$ cat src/rtl/txn_pause_stack.sv
module txn_pause_stack #(
  parameter int NT    = 8,
  parameter int DEPTH = 8,
  parameter int PCW   = 16,
  parameter int LPW   = 12
) (
  input  logic           clk,
  input  logic           rst_n,
  input  logic           begin_i,
  input  logic [NT-1:0]  begin_mask_i,
  input  logic [PCW-1:0] begin_pc_i,
  input  logic           ldst_i,
  input  logic [PCW-1:0] ldst_pc_i,
  input  logic [NT-1:0]  conflict_i,
  input  logic           commit_i,
  input  logic [NT-1:0]  fail_i,
  input  logic [LPW-1:0] log_ptr_i,
  output logic [NT-1:0]  active_mask_o,
  output logic [PCW-1:0] pc_o,
  output logic           txn_busy_o,
  output logic           restore_valid_o,
  output logic [LPW-1:0] restore_ptr_o,
  output logic           overflow_o
);
  localparam int IW  = $clog2(DEPTH);
  localparam int SPW = $clog2(DEPTH + 1);

  logic [NT-1:0]  mask_q [DEPTH];
  logic [PCW-1:0] pc_q   [DEPTH];
  logic [LPW-1:0] log_q  [DEPTH];
  logic [SPW-1:0] sp_q;

  wire [IW-1:0] top   = IW'(sp_q - SPW'(1));
  wire [IW-1:0] below = IW'(sp_q - SPW'(2));
  wire [IW-1:0] nxt   = IW'(sp_q);
  wire busy     = sp_q != '0;
  wire in_trans = sp_q >= SPW'(2);
  wire full     = sp_q == SPW'(DEPTH);

  wire [NT-1:0] top_mask  = mask_q[top];
  wire [NT-1:0] paused    = conflict_i & top_mask;
  wire [NT-1:0] running   = top_mask & ~conflict_i;
  wire [NT-1:0] retry_new = mask_q[0] | (fail_i & top_mask);

  wire do_begin  = begin_i && !busy && (begin_mask_i != '0);
  wire do_commit = !do_begin && commit_i && in_trans;
  wire do_pause  = !do_begin && !commit_i && ldst_i && in_trans &&
                   (paused != '0) && (running != '0);

  always_ff @(posedge clk) begin
    if (!rst_n) begin
      sp_q            <= '0;
      overflow_o      <= 1'b0;
      restore_valid_o <= 1'b0;
      restore_ptr_o   <= '0;
      for (int i = 0; i < DEPTH; i++) begin
        mask_q[i] <= '0;
        pc_q[i]   <= '0;
        log_q[i]  <= '0;
      end
    end else begin
      restore_valid_o <= 1'b0;
      if (do_begin) begin
        mask_q[0] <= '0;
        pc_q[0]   <= begin_pc_i;
        log_q[0]  <= log_ptr_i;
        mask_q[1] <= begin_mask_i;
        pc_q[1]   <= begin_pc_i;
        log_q[1]  <= log_ptr_i;
        sp_q      <= SPW'(2);
      end else if (do_commit) begin
        if (sp_q > SPW'(2)) begin
          mask_q[0]       <= retry_new;
          sp_q            <= sp_q - SPW'(1);
          restore_valid_o <= 1'b1;
          restore_ptr_o   <= log_q[below];
        end else if (retry_new != '0) begin
          mask_q[1]       <= retry_new;
          pc_q[1]         <= pc_q[0];
          log_q[1]        <= log_q[0];
          mask_q[0]       <= '0;
          restore_valid_o <= 1'b1;
          restore_ptr_o   <= log_q[0];
        end else begin
          mask_q[0] <= '0;
          sp_q      <= '0;
        end
      end else if (do_pause) begin
        if (full) begin
          overflow_o <= 1'b1;
        end else begin
          mask_q[top] <= paused;
          pc_q[top]   <= ldst_pc_i;
          log_q[top]  <= log_ptr_i;
          mask_q[nxt] <= running;
          pc_q[nxt]   <= ldst_pc_i;
          log_q[nxt]  <= log_ptr_i;
          sp_q        <= sp_q + SPW'(1);
        end
      end
    end
  end

  assign txn_busy_o    = busy;
  assign active_mask_o = in_trans ? top_mask : '0;
  assign pc_o          = busy ? pc_q[top] : '0;

  assert_busy_has_lanes_R2: assert property (@(posedge clk) disable iff (!rst_n)
    txn_busy_o |-> (active_mask_o != '0));
  assert_begin_loads_mask_R2: assert property (@(posedge clk) disable iff (!rst_n)
    (begin_i && !txn_busy_o && begin_mask_i != '0) |=> (active_mask_o == $past(begin_mask_i)));
  assert_pause_shrinks_R3: assert property (@(posedge clk) disable iff (!rst_n)
    (ldst_i && !commit_i && !begin_i && txn_busy_o) |=>
      ((active_mask_o & ~$past(active_mask_o)) == '0));
  assert_restore_after_commit_R5: assert property (@(posedge clk) disable iff (!rst_n)
    restore_valid_o |-> $past(commit_i));
  assert_overflow_sticky_R8: assert property (@(posedge clk) disable iff (!rst_n)
    overflow_o |=> overflow_o);
  assert_overflow_cause_R8: assert property (@(posedge clk) disable iff (!rst_n)
    $rose(overflow_o) |-> $past(ldst_i));
endmodule

$ cat config.mk
export PLATFORM = sky130hd
export DESIGN_NAME = txn_pause_stack
export DESIGN_NICKNAME = d
export VERILOG_FILES = /design/src/rtl/txn_pause_stack.sv
export SDC_FILE = /design/constraint.sdc
export NUM_CORES = 1
export LEC_CHECK = 0
export ABC_AREA = 1
export BUFFER_PORTS_ARGS = -buffer_cell sky130_fd_sc_hd__buf_2
export CAP_MARGIN = 20
export CORE_MARGIN = 3
export CORE_UTILIZATION = 30
export CTS_CLUSTER_SIZE = 20
export DETAILED_ROUTE_END_ITERATION = 8
export PLACE_DENSITY = 0.49
export SYNTH_ARGS = -nofsm -noshare
export SYNTH_HDL_FRONTEND = slang
export SYNTH_SLANG_ARGS = --single-unit
export TNS_END_PERCENT = 20
$ cat constraint.sdc
create_clock -name clk -period 4.7 [get_ports clk]
set_input_delay 0.47 -clock clk [delete_from_list [all_inputs] [get_ports clk]]
set_output_delay 0.47 -clock clk [all_outputs]
set_load 0.02 [all_outputs]
==> summary.md <==
| Metric | Value |
|---|---|
| Status | finished, final reports clean |
| Antenna Cells | 0 |
| CP endpoint kind | output port |
| Syn Nets | 1,947 |
| Share of post-route cells with drive strength above 1 | ~15% |
| Reg2reg start | sp_q[0] |
| H-tree levels | 2 |
| CTS Buf Count | 37 |
| Yosys reg bits | 306 |
| Cells along the critical path | clkinv_4, ha_1, xnor2_1, buf_4, inv_2, nand2_1, buf_4, o22ai_1, nor3_1, nor2_1, buf_2 |
| Clock Pin Slew Worst Setup and Hold Paths | 0.06 ns |
| Vias per inst | about 5.3 |
| Detailed Routing Iterations Pass 1 | 5 |
| Startpoint Class | register |
| RSZ-0062 raised after global routing | no |
| Largest area contributor in the netlist | edfxtp_1 |
| Final setup violation count | 0 |
| Vias in the first global route | 13,900 |
| Core Rows | 85 |
| Detail Route Antenna Nets | 0 |
| Nets | 2,027 |
| Hold path cells | 3 |
| Final TNS setup | 0 ns |
| Max-cap violations | 0 |
| FFs w/ async S/R, synth | 0% |
| EDFF count, synth | 288 |
| Total vias in the final route | 14,200 |
| Syn-to-layout area delta | 15.6% |
| CTS tree | yes |
| IO Port Bufs | 111 |
| CP max stage cell | nand2_1 |
| Relative slew slack | 29.6% |
| CP max stage delay | 0.49 ns |
| Area after DPL | 17,700 um^2 |
| Routed WL | 58,100 um |
| Boundary Pins | 112 |
| Fin. Hold Viols | 0 |
| Leakage | roughly 7.8 nW |
| Register area share after synthesis | 55.0% |
| Clock skew | 0.0266 ns |
| Crit path DAT | roughly 3.6 ns |
| Final instance area | about 19,000 um^2 |
| Post-route minimum period | just over 4 ns |
| Largest net degree at the start of global routing | between 150 and 200 |
| Initial core utilization | between 30% and 40% |
| Slew Viols, Final | 0 |
| R2r endpoint | mask_q[4][5] |
| Peak supply drop | between 0.3 and 0.4 mV |
| Most frequent CP cell | buf_4 |
| Clock latency on the worst-skew pair | 0.56 ns |
| Worst EP required | 4.23 ns |
| Top FF cell, synth | edfxtp_1 |
| Crit Path Category | reg -> out |
| Max FO, Critical Path | 47 |
| Worst-margin pin slew | between 1 and 1.5 ns |
| R2R Setup Slk | between 0.7 and 0.8 ns |
| Post-CTS sizing | 0 |
| R2R cell count | 16 |
| Setup bufs post-CTS | 0 |
| Clock Sinks | 306 |
| Fillers | 5,611 |
| Critical path origin | sp_q[0] |
| Worst Hold Class | in -> reg |
| Yosys cell types | 32 |
| Dominant cells by area after synthesis | edfxtp_1 53%, nand2_1 10%, nand3_1 7.9% |
| Global-route wire length before repair | 87,100 um |
| Gate Count Post-Synth | 1,866 |
| Clock Tree Buf Depth | 3 |
| F_max | 246 MHz |
| Pwr Density | 623 nW/um^2 |
| DR WL/cell | 21.8 um |
| Initial antenna violation count | 1 |
| WP buf/inv | 5 |
| Synth Warn # | 0 |
| Final worst path period share | 86.4% |
| CP top delay family | buffers and inverters |
| DIE AREA | 57,400 um^2 |
| Core outline area | 53,900 um^2 |
| Die W | approximately 240 um |
| # DRC | 0 |
| GP Congestion | around 0.92 |
| Hold Buf Count CTS | 0 |
| Critical path depth | 11 |
| Initial DRC count | between 1,000 and 1,500 |
| Die Span Y | ~240 um |
| Syn_area_per_cell | 8.78 um^2 |
| Yosys top cell area share | 52.8% |
| Crit path to | pc_o[5] |
| Dpl hpwl | 37,700 um |
| GRT Total Usage | between 20% and 30% |
| Root Driver | clkbuf_16 |
| Global route overflow | 0 |
| Cell Area, Synth | 16,400 um^2 |
==> worst min-delay path, stage by stage <==
cell,delay [ns]
buf_2,0.08
nand2_1,0.06
nand3_1,0.08
==> layout make-up <==
| type | instances | area, um^2 | share of cell area [%] |
|---|---|---|---|
| Clock buffer | 44 | 973 | 5.14 |
| Timing Repair Buffer | 162 | 1030 | 5.46 |
| Clock inverter | 23 | 201 | 1.06 |
| Inverter | 104 | 395 | 2.09 |
| Sequential cell | 306 | 9010 | 47.6 |
| Multi-Input combinational cell | 1335 | 6450 | 34.0 |
| Tap cell | 696 | 871 | 4.60 |
==> per-stage QoR <==
step	utilization (%)	total power, mW	setup WS, ns	hold slack (ns)	std cells
2_1_floorplan	-	7.02	0.286	0.558	1866
3_3_place_gp	32.9	8.95	0.842	0.469	2602
3_5_place_dp	32.9	8.94	0.801	0.475	2602
4_1_cts	35.1	11.8	0.470	0.214	2669
5_1_grt	35.1	12.5	0.391	0.236	2670
6_report	35.1	11.8	0.641	0.244	2670
==> synthesized netlist by cell type (18+ instances only) <==
cell / instances
nand2_1: 437
edfxtp_1: 288
nand3_1: 259
nor2_1: 227
a21oi_1: 107
o21ai_0: 105
inv_1: 96
clkbuf_1: 56
buf_2: 46
mux2i_1: 43
o22ai_1: 41
nor2_2: 19
dfxtp_1: 18
==> cell usage in the layout, fill, tap and decap left out, types with 3 or more instances in the layout <==
cell          n
nand3_1     256
nor2_4        5
clkbuf_1      6
o22ai_1      41
nand2_1     433
nor3_1       17
inv_2         5
clkinvlp_4    6
mux2_2       12
nor2_2       20
a21oi_1     107
inv_1        96
nor2_1      223
dfxtp_1      17
nand2_2      21
buf_2       111
o21ai_1      10
clkinv_2      5
o21ai_2       3
o21ai_0     105
ha_1          8
nand4_2       4
nand3_2       4
buf_12        6
nand4_1      17
mux2i_1      43
buf_4        44
edfxtp_1    288
clkbuf_16    38
clkinv_1      9
==> routing by layer <==
layer / GRT usage (%) / vias to the layer above / wire [um]
met2: 31.6 / 652 / 26300
met5: 0 / - / 12
met4: 6.01 / 2 / 1600
met3: 4.86 / 100 / 5090
met1: 27.2 / 6827 / 25100
li1: - / 6585 / -
==> sequential cells by signal, indices dropped and copies added (netlist names) <==
| signal | flops |
|---|---|
| mask_q | 64 |
| restore_valid_o | 1 |
| log_q | 96 |
| pc_q | 128 |
| overflow_o | 1 |
| sp_q | 4 |
| restore_ptr_o | 12 |
==> power breakdown <==
part | leakage, nW | switching, mW | internal, mW | total, mW
clock network | 0.556 | 1.22 | 1.61 | 2.82
registers | 3.16 | 0.191 | 3.53 | 3.73
logic | 4.12 | 3.87 | 1.37 | 5.24
==> logic make-up after synthesis <==
logic type,share of synthesized area (%)
flops,55.0
mux,3.45
simple gates,26.3
buf+inv,6.02
xor+xnor,0.160
compound gates,8.44
fa+ha+maj,0.611
==> how the worst min path moves through the flow <==
stage | startpoint | end | slack [ns]
floorplan | restore_ptr_o[11] | restore_ptr_o[11] | 0.56
global placement | restore_ptr_o[4] | restore_ptr_o[4] | 0.47
detailed placement | restore_ptr_o[7] | restore_ptr_o[7] | 0.47
CTS | begin_pc_i[12] | pc_q[0][12] | 0.21
global route | begin_pc_i[6] | pc_q[0][6] | 0.24
finish | begin_pc_i[12] | pc_q[0][12] | 0.24
(Power assumes the default switching activity.)
